[src/rtl/sbn_pkg.sv]
package sbn_pkg;

  // Execution phases, one memory cycle each
  typedef enum logic [2:0] {
    ST_IDLE = 3'd0,
    ST_FA   = 3'd1,  // request word p   (or halt when p < 0)
    ST_FB   = 3'd2,  // request word p+1, capture a
    ST_FC   = 3'd3,  // request word p+2, capture b
    ST_RA   = 3'd4,  // request mem[a],   capture c
    ST_RB   = 3'd5,  // request mem[b],   capture mem[a]
    ST_WR   = 3'd6,  // write difference, update p
    ST_HALT = 3'd7
  } sbn_state_t;

  function automatic logic is_running(sbn_state_t s);
    return (s != ST_IDLE) && (s != ST_HALT);
  endfunction

endpackage

[src/rtl/sbn_seq.sv]
module sbn_seq
  import sbn_pkg::*;
(
  input  logic       clk,
  input  logic       rst_n,
  input  logic       start,
  input  logic       pc_neg,
  output sbn_state_t state,
  output logic       go
);

  sbn_state_t state_d;

  assign go = (state == ST_IDLE) && start;

  always_comb begin
    state_d = state;
    unique case (state)
      ST_IDLE: if (start) state_d = ST_FA;
      ST_FA:   state_d = pc_neg ? ST_HALT : ST_FB;
      ST_FB:   state_d = ST_FC;
      ST_FC:   state_d = ST_RA;
      ST_RA:   state_d = ST_RB;
      ST_RB:   state_d = ST_WR;
      ST_WR:   state_d = ST_FA;
      ST_HALT: state_d = ST_HALT;
      default: state_d = ST_IDLE;
    endcase
  end

  always_ff @(posedge clk or negedge rst_n) begin
    if (!rst_n) state <= ST_IDLE;
    else        state <= state_d;
  end

endmodule

[src/rtl/sbn_alu.sv]
module sbn_alu #(
  parameter int DATA_W = 16
) (
  input  logic [DATA_W-1:0] minuend,
  input  logic [DATA_W-1:0] subtrahend,
  output logic [DATA_W-1:0] diff,
  output logic              leq
);

  localparam int MSB = DATA_W - 1;

  logic is_zero;

  assign diff    = minuend - subtrahend;
  assign is_zero = (diff == '0);
  assign leq     = diff[MSB] | is_zero;

endmodule

[src/rtl/sbn_dp.sv]
module sbn_dp
  import sbn_pkg::*;
#(
  parameter int          DATA_W   = 16,
  parameter int unsigned START_PC = 0
) (
  input  logic              clk,
  input  logic              rst_n,
  input  sbn_state_t        state,
  input  logic              go,
  input  logic [DATA_W-1:0] rdata,
  input  logic              leq,
  output logic [DATA_W-1:0] addr,
  output logic [DATA_W-1:0] opa,
  output logic              pc_neg
);

  localparam int                MSB   = DATA_W - 1;
  localparam logic [DATA_W-1:0] PC0   = DATA_W'(START_PC);
  localparam logic [DATA_W-1:0] STEP1 = DATA_W'(1);
  localparam logic [DATA_W-1:0] STEP2 = DATA_W'(2);
  localparam logic [DATA_W-1:0] STEP3 = DATA_W'(3);

  logic [DATA_W-1:0] pc_q, a_q, b_q, c_q, opa_q;

  assign pc_neg = pc_q[MSB];
  assign opa    = opa_q;

  always_ff @(posedge clk or negedge rst_n) begin
    if (!rst_n) begin
      pc_q  <= PC0;
      a_q   <= '0;
      b_q   <= '0;
      c_q   <= '0;
      opa_q <= '0;
    end else begin
      if (go) pc_q <= PC0;
      unique case (state)
        ST_FB: a_q   <= rdata;
        ST_FC: b_q   <= rdata;
        ST_RA: c_q   <= rdata;
        ST_RB: opa_q <= rdata;
        ST_WR: pc_q  <= leq ? c_q : pc_q + STEP3;
        default: ;
      endcase
    end
  end

  always_comb begin
    unique case (state)
      ST_FB:   addr = pc_q + STEP1;
      ST_FC:   addr = pc_q + STEP2;
      ST_RA:   addr = a_q;
      ST_RB:   addr = b_q;
      ST_WR:   addr = b_q;
      default: addr = pc_q;
    endcase
  end

endmodule

[src/rtl/sbn_cyc.sv]
module sbn_cyc #(
  parameter int CNT_W    = 32,
  parameter bit SATURATE = 1'b0
) (
  input  logic             clk,
  input  logic             rst_n,
  input  logic             clear,
  input  logic             run,
  output logic [CNT_W-1:0] count
);

  logic [CNT_W-1:0] count_inc;

  generate
    if (SATURATE) begin : g_sat
      assign count_inc = (&count) ? count : count + CNT_W'(1);
    end else begin : g_wrap
      assign count_inc = count + CNT_W'(1);
    end
  endgenerate

  always_ff @(posedge clk or negedge rst_n) begin
    if (!rst_n)     count <= '0;
    else if (clear) count <= '0;
    else if (run)   count <= count_inc;
  end

endmodule

[src/rtl/sbn_core.sv]
module sbn_core
  import sbn_pkg::*;
#(
  parameter int          DATA_W   = 16,
  parameter int          CNT_W    = 32,
  parameter int unsigned START_PC = 0,
  parameter bit          SATURATE = 1'b0
) (
  input  logic              clk,
  input  logic              rst_n,
  input  logic              start,
  output logic              mem_req,
  output logic              mem_we,
  output logic [DATA_W-1:0] mem_addr,
  output logic [DATA_W-1:0] mem_wdata,
  input  logic [DATA_W-1:0] mem_rdata,
  output logic              halted,
  output logic [CNT_W-1:0]  cyc_count
);

  sbn_state_t        state;
  logic              go;
  logic              pc_neg;
  logic              leq;
  logic [DATA_W-1:0] opa;
  logic [DATA_W-1:0] diff;

  sbn_seq u_seq (
    .clk    (clk),
    .rst_n  (rst_n),
    .start  (start),
    .pc_neg (pc_neg),
    .state  (state),
    .go     (go)
  );

  sbn_dp #(.DATA_W(DATA_W), .START_PC(START_PC)) u_dp (
    .clk    (clk),
    .rst_n  (rst_n),
    .state  (state),
    .go     (go),
    .rdata  (mem_rdata),
    .leq    (leq),
    .addr   (mem_addr),
    .opa    (opa),
    .pc_neg (pc_neg)
  );

  // minuend is mem[b], arriving in the write cycle
  sbn_alu #(.DATA_W(DATA_W)) u_alu (
    .minuend    (mem_rdata),
    .subtrahend (opa),
    .diff       (diff),
    .leq        (leq)
  );

  sbn_cyc #(.CNT_W(CNT_W), .SATURATE(SATURATE)) u_cyc (
    .clk   (clk),
    .rst_n (rst_n),
    .clear (go),
    .run   (is_running(state)),
    .count (cyc_count)
  );

  assign mem_req   = ((state == ST_FA) && !pc_neg) ||
                     (is_running(state) && (state != ST_FA));
  assign mem_we    = (state == ST_WR);
  assign mem_wdata = diff;
  assign halted    = (state == ST_HALT);

endmodule

[config.mk]
export PLATFORM = sky130hd
export DESIGN_NAME = sbn_core
export DESIGN_NICKNAME = d
export VERILOG_FILES = /design/src/rtl/sbn_pkg.sv /design/src/rtl/sbn_seq.sv /design/src/rtl/sbn_alu.sv /design/src/rtl/sbn_dp.sv /design/src/rtl/sbn_cyc.sv /design/src/rtl/sbn_core.sv
export SDC_FILE = /design/constraint.sdc
export NUM_CORES = 1
export LEC_CHECK = 0
export BUFFER_PORTS_ARGS = -buffer_cell sky130_fd_sc_hd__buf_2
export CAP_MARGIN = 20
export CORE_ASPECT_RATIO = 1.75
export CORE_MARGIN = 2
export CORE_UTILIZATION = 35
export CTS_CLUSTER_DIAMETER = 200
export DETAILED_ROUTE_END_ITERATION = 12
export PLACE_DENSITY = 0.48
export SYNTH_ARGS = -nofsm -noshare
export SYNTH_HDL_FRONTEND = slang
export SYNTH_HIERARCHICAL = 1
export SYNTH_SLANG_ARGS = --single-unit
[constraint.sdc]
create_clock -name clk -period 7.6 [get_ports clk]
set_clock_uncertainty 0.2 [all_clocks]
set_input_delay 0 -clock clk [delete_from_list [all_inputs] [get_ports clk]]
set_output_delay 0 -clock clk [all_outputs]
set_load 0.01 [all_outputs]
**Word-level counts from Yosys, hierarchy flattened**

Index checks and enable logic that the tools add are counted.

- $add $sub $neg: 5
- Equal/unequal tests: 10
- Muxes and demuxes: 9
- Bitwise operators: 1
- Reductions and logical operators: 12

Operators by type and width:

| cell | number |
|---|---|
| 32-bit two-way mux | 2 |
| 16-bit one-hot mux with 4 select lines | 1 |
| 16-bit two-way mux | 3 |
| 16-bit by 2-bit adder with 16-bit output (second input constant) | 2 |
| 32-bit by 1-bit adder with 32-bit output (second input constant) | 1 |
| 3-bit one-hot mux with 8 select lines | 1 |
| 16-bit by 1-bit adder with 16-bit output (second input constant) | 1 |
| 16-bit zero test | 1 |
| 16-bit subtractor | 1 |
| 3-bit == test (second input constant) | 4 |
| 3-bit by 2-bit == test with 1-bit output (second input constant) | 2 |
| 3-bit two-way mux | 2 |
| 1-bit logical AND | 4 |
| 2-bit nonzero test | 2 |
| 3-bit by 1-bit == test with 1-bit output (second input constant) | 1 |
| 3-bit zero test | 1 |
| 3-bit by 1-bit != test with 1-bit output (second input constant) | 1 |
| 3-bit != test (second input constant) | 1 |
| 3-bit nonzero test | 1 |
| 2-bit != test (second input constant) | 1 |
| 2-bit OR reduction | 1 |
| 1-bit zero test | 1 |
| 1-bit logical OR | 1 |
| 1-bit OR | 1 |

- Flip-flop bits (word level): 115
- Input bits: 19
- Output and inout port bits: 67
- Logic and storage cells: 44

**Depth between registers and ports, before layout**

- Depth in word-level cells: 5
- Mapped depth: 16

**Hierarchy**

The synthesis kept the hierarchy.

Modules (own cells, without submodules):

| module | instances | cells each | area an instance (µm²) | sequential area each (µm²) |
|---|---|---|---|---|
| sbn_dp | 1 | 506 | 4854.7 | 2001.9 |
| sbn_cyc | 1 | 176 | 1680.4 | 800.8 |
| sbn_alu | 1 | 143 | 1002.2 | 0.0 |
| sbn_seq | 1 | 14 | 151.4 | 75.1 |
| sbn_core | 1 | 8 | 48.8 | 0.0 |

**Worst setup path after synthesis**

No wires, ideal clock.

- Path type: register to register
- Start: register u_dp.opa_q[0] (netlist: u_dp/opa[0])
- End: register u_dp.pc_q[7]
- Setup time: 0.133 ns
- Arrival time: 3.207 ns
- Slack: 4.060 ns
- Stages on the path, launching flop included: 14
- Buffers on the path: 2
- Clock period less this slack: 3.540 ns
- Path through: dfrtp_1 > ha_1 > fa_1 > inv_1 > or3_2 > a2111o_1 > a2111oi_2 > nand4bb_1 > o21bai_1 > clkbuf_1 > clkbuf_1 > nor2_1 > a22oi_1 > o21ai_0

- Word-level cells in the longest chain between the ends: 5

Ends and longest elaborated chain:

| what | line | source |
|---|---|---|
| start: declaration | sbn_dp.sv:24 | `logic [DATA_W-1:0] pc_q, a_q, b_q, c_q, opa_q;` |
| start signal: assignment | sbn_dp.sv:42 | `ST_RB: opa_q <= rdata;` |
| 16-bit subtractor | sbn_alu.sv:14 | `assign diff = minuend - subtrahend;` |
| named net mem_wdata[1] | sbn_core.sv:15 | `output logic [DATA_W-1:0] mem_wdata,` |
| 16-bit zero test | sbn_alu.sv:15 | `assign is_zero = (diff == '0);` |
| 1-bit OR | sbn_alu.sv:16 | `assign leq = diff[MSB] \| is_zero;` |
| named net leq | sbn_core.sv:24 | `logic leq;` |
| 16-bit two-way mux | sbn_dp.sv:43 | `ST_WR: pc_q <= leq ? c_q : pc_q + STEP3;` |
| 16-bit two-way mux | sbn_dp.sv:38 | `unique case (state)` |
| end signal: assignment | sbn_dp.sv:43 |  |
| end: declaration | sbn_dp.sv:24 |  |

The timed path passes the listed nets, and every way through them passes these cells.
A chain may end at the register's enable or synchronous reset.

**Final worst setup path**

- Start: register u_dp.opa_q[0] (netlist: u_dp/opa[0])
- End: register u_dp.pc_q[7]

- Word-level cells in the longest chain between the ends: 5

Ends and longest elaborated chain:

| what | line |
|---|---|
| 16-bit subtractor * | sbn_alu.sv:14 |
| 16-bit zero test | sbn_alu.sv:15 |
| 1-bit OR * | sbn_alu.sv:16 |
| named net leq | sbn_core.sv:24 |
| 16-bit two-way mux * | sbn_dp.sv:43 |
| 16-bit two-way mux * | sbn_dp.sv:38 |

The timed path passes the listed nets; every way through them passes the cells marked *.

==> results by group <==
Run status
  – Status: complete, no violations

Power
  – Switch share: 0.431
  – Cell Pwr Density: 439 nW/µm²
  – Combinational power share: 0.515
  – Switching power: 1710 µW
  – Leakage power: 0.00399 µW
  – Total chip power: 3970 µW
  – Internal: 2260 µW
  – Sequential power share: 0.275
  – Max VDD drop: 0.000166 V
  – Clk network pwr share: 0.210

Synthesis
  – Mapped cell area: 7740 µm²
  – Post-Syn Area per Cell: 9.14 µm²
  – Synth top area share: 0.372
  – Yosys reg bits: 115
  – Async S/R FF share, synth: 1.00
  – Yosys cell types: 96
  – Post-synth EDFFs: 0
  – Syn nets: 888
  – Sequential fraction of the synthesis area: 0.372
  – Synth top area cells: dfrtp_1 (37%), mux2_2 (7.4%), a21oi_1 (4.3%), nand2_1 (4.1%), o21ai_0 (3.9%)
  – Predominant post-synthesis flop cell: dfrtp_1
  – Syn Inst Count: 847
  – Cell taking the most area after synthesis: dfrtp_1
  – Ys Warns: 6

Place
  – Placement Setup Slack: 2.92 ns
  – Post-DP HPWL: 16,300 µm
  – Placed Instances: 1,179
  – Port bufs: 85
  – Placer Congestion: 0.846

Final layout
  – Filler cells: 2,256
  – Layout cell share with drive strength beyond 1: 0.232
  – Post-layout net count: 961
  – Area delta synth->final: 17.0%
  – Inserted Diodes: 0
  – Post-Layout Cell Count: 1,226

Clocking
  – Hold Buf Count CTS: 18
  – Clk buf depth: 2
  – Clock sink total: 115
  – CTS buffer count: 17
  – Clock-pin slew on the worst setup and hold paths: 0.06 ns
  – CTS tree: built
  – Post-CTS Setup Bufs: 0
  – Clock Latency Late Sink: 0.42 ns
  – Max H-tree Level: 4
  – Root buffer cell: clkbuf_16
  – PostCTS Resize Cnt: 0

Critical path
  – FF-to-FF Start: u_dp/opa[0]$_DFFE_PN0N_
  – Reg2Reg Capture Point: u_dp/pc_q[7]$_DFFE_PN0P_
  – Reg2Reg Depth: 14
  – CP Data Arrival Time: 4.74 ns
  – Critical path endpoint category: flop
  – Worst setup path start: u_dp/opa[0]$_DFFE_PN0N_
  – Worst path required time: 7.68 ns
  – Crit Path Class: flop to flop
  – Setup slack, reg-to-reg: 2.94 ns
  – Crit path max fanout: 16
  – Worst setup SP type: flop

STA
  – Fin crit share: 0.613
  – RSZ-0062 raised after global routing: no
  – Final setup viols: 0
  – Fmax: 215 MHz
  – Max-slew headroom: 0.260
  – Final WS setup: 2.94 ns
  – WHS: 0.0612 ns
  – Final Hold Viols: 0
  – Tmin final: 4.66 ns
  – Slew of the pin with the lowest slew margin: 1.11 ns
  – Final Max Tran Viols: 0
  – TNS Setup: 0 ns

Die
  – Die Y-Extent: 201 µm
  – Core region area: 21,900 µm²
  – Initial core utilization: 0.353
  – Die ar.: 23,400 µm²
  – # IOs: 86
  – Chip width: 116 µm
  – Cell Rows: 72

Global routing
  – First-pass GRT wire length: 37,300 µm
  – Total track usage: 0.207
  – Antenna violations before repair: 0
  – GR Overflow Total: 0
  – Vias in the first global route: 6,624
  – Largest net degree at the start of global routing: 74

Detailed routing
  – Routed WL: 23,200 µm
  – Drt drc: 0
  – Vias after detailed routing: 6,748
  – Post-DR vias/cell: 5.50
  – Post-detailed-route count of antenna-violating nets: 0
  – DR pass1 iterations: 4
  – Initial detailed-routing violation count: 310
  – Avg WL per Cell: 18.9 µm

Run
  – Max cap viols: 0

Min path
  – Hold WC Path Type: input pin to async pin
kinds of logic after synthesis:
group                    after synthesis  synth area share
AND/OR/NAND/NOR                      291             0.209
multiplexers                          66            0.0936
AO/OA/AOI/OAI                        233             0.198
adder cells (fa/ha/maj)               22            0.0365
XOR/XNOR                              26            0.0294
flip-flops                           115             0.372
buffers and inverters                 94            0.0623
through the flow:
stage | instance area [µm²] | utilization
floorplan | 7740 | -
global placement | 8270 | 0.378
detailed placement | 8270 | 0.378
CTS | 9050 | 0.413
global route | 9050 | 0.413
finish | 9050 | 0.413
synthesized netlist by cell type, types with 6 or more instances:
| library cell | number |
|---|---|
| a31oi_1 | 6 |
| xor2_1 | 13 |
| a211oi_1 | 8 |
| ha_1 | 21 |
| dfrtp_1 | 115 |
| o31ai_1 | 16 |
| xnor2_1 | 13 |
| nor3_1 | 19 |
| nor2b_1 | 7 |
| mux2i_1 | 15 |
| inv_1 | 35 |
| nand4_1 | 11 |
| a22oi_1 | 12 |
| nand2b_1 | 9 |
| clkbuf_1 | 17 |
| or3_1 | 10 |
| o21ai_0 | 60 |
| or4_1 | 14 |
| nand3_1 | 15 |
| mux2_2 | 51 |
| nor4_1 | 9 |
| buf_2 | 18 |
| buf_6 | 6 |
| buf_4 | 10 |
| and4_1 | 7 |
| nor2_1 | 60 |
| a21oi_1 | 66 |
| nand2_1 | 85 |
layer usage:
layer  part of all wire  up-vias  track usage
met5                  0        -            0
li1                   -     3238            -
met4              0.026        0       0.0787
met3              0.029       33       0.0335
met1               0.39     3352        0.236
met2               0.56      125        0.376
final cells by class:
class                      count  area [µm²]  area share
clock buffer                  24         502      0.0554
clock inverter                 5         100      0.0111
sequential                   115        2880       0.318
inverter                      36         135      0.0149
multi-input combinational    638        4390       0.485
timing repair buffer         112         676      0.0747
tap                          296         370      0.0409
power groups by stage:
stage               Clock, µW  Combinational [µW]  Sequential (µW)
CTS                       852                2070             1090
global placement            0                2040             1100
detailed placement          0                2060             1100
floorplan                   0                1560              997
global route              877                2270             1130
finish                    832                2050             1090
registers in the layout (all words and copies together), names as in the netlist:
register / cells
u_cyc/count: 32
u_dp/a_q: 16
u_dp/b_q: 16
u_dp/c_q: 16
u_dp/opa: 16
u_dp/pc_q: 16
u_seq/state: 3
cell usage in the layout, fill, tap and decap left out, types with 6 or more instances in the layout:
cell and count:
a22oi_1 12, buf_2 84, nand2_1 85, a31oi_1 6
nor2_1 60, o21ai_0 60, mux2i_1 15, o31ai_1 16
clkbuf_16 17, inv_1 35, and4_1 7, buf_4 10
nor4_1 9, a21oi_1 66, xor2_1 13, or3_1 10
nor3_1 19, mux2_2 51, dlygate4sd3_1 18, xnor2_1 13
nand2b_1 9, or4_1 14, nand3_1 15, dfrtp_1 114
a211oi_1 8, nor2b_1 7, ha_1 21, nand4_1 11
worst max-delay path: stages (launching register included):
cell and delay [ns]:
dfrtp_1 0.37, ha_1 0.24, fa_1 0.43, nor2b_1 0.16, o31a_1 0.30, a21oi_1 0.12, a2111o_1 0.45, a2111oi_2 0.34
nand4bb_1 0.19, o21bai_2 0.57, buf_4 0.32, or2_1 0.47, nor2_1 0.09, o21ai_0 0.15, o21ai_0 0.10
worst max-delay path by stage:
stage / end / slack [ns] / depth (start not counted)
after floorplan: u_dp/pc_q[7]$_DFFE_PN0P_ / 4.06 / 13
after global placement: u_dp/pc_q[7]$_DFFE_PN0P_ / 2.94 / 14
after detailed placement: u_dp/pc_q[5]$_DFFE_PN0P_ / 2.92 / 14
after CTS: u_dp/pc_q[7]$_DFFE_PN0P_ / 2.90 / 14
after global routing: u_dp/pc_q[7]$_DFFE_PN0P_ / 2.54 / 14
final: u_dp/pc_q[7]$_DFFE_PN0P_ / 2.94 / 14
No activity file was read; power rests on OpenSTA's default activity.
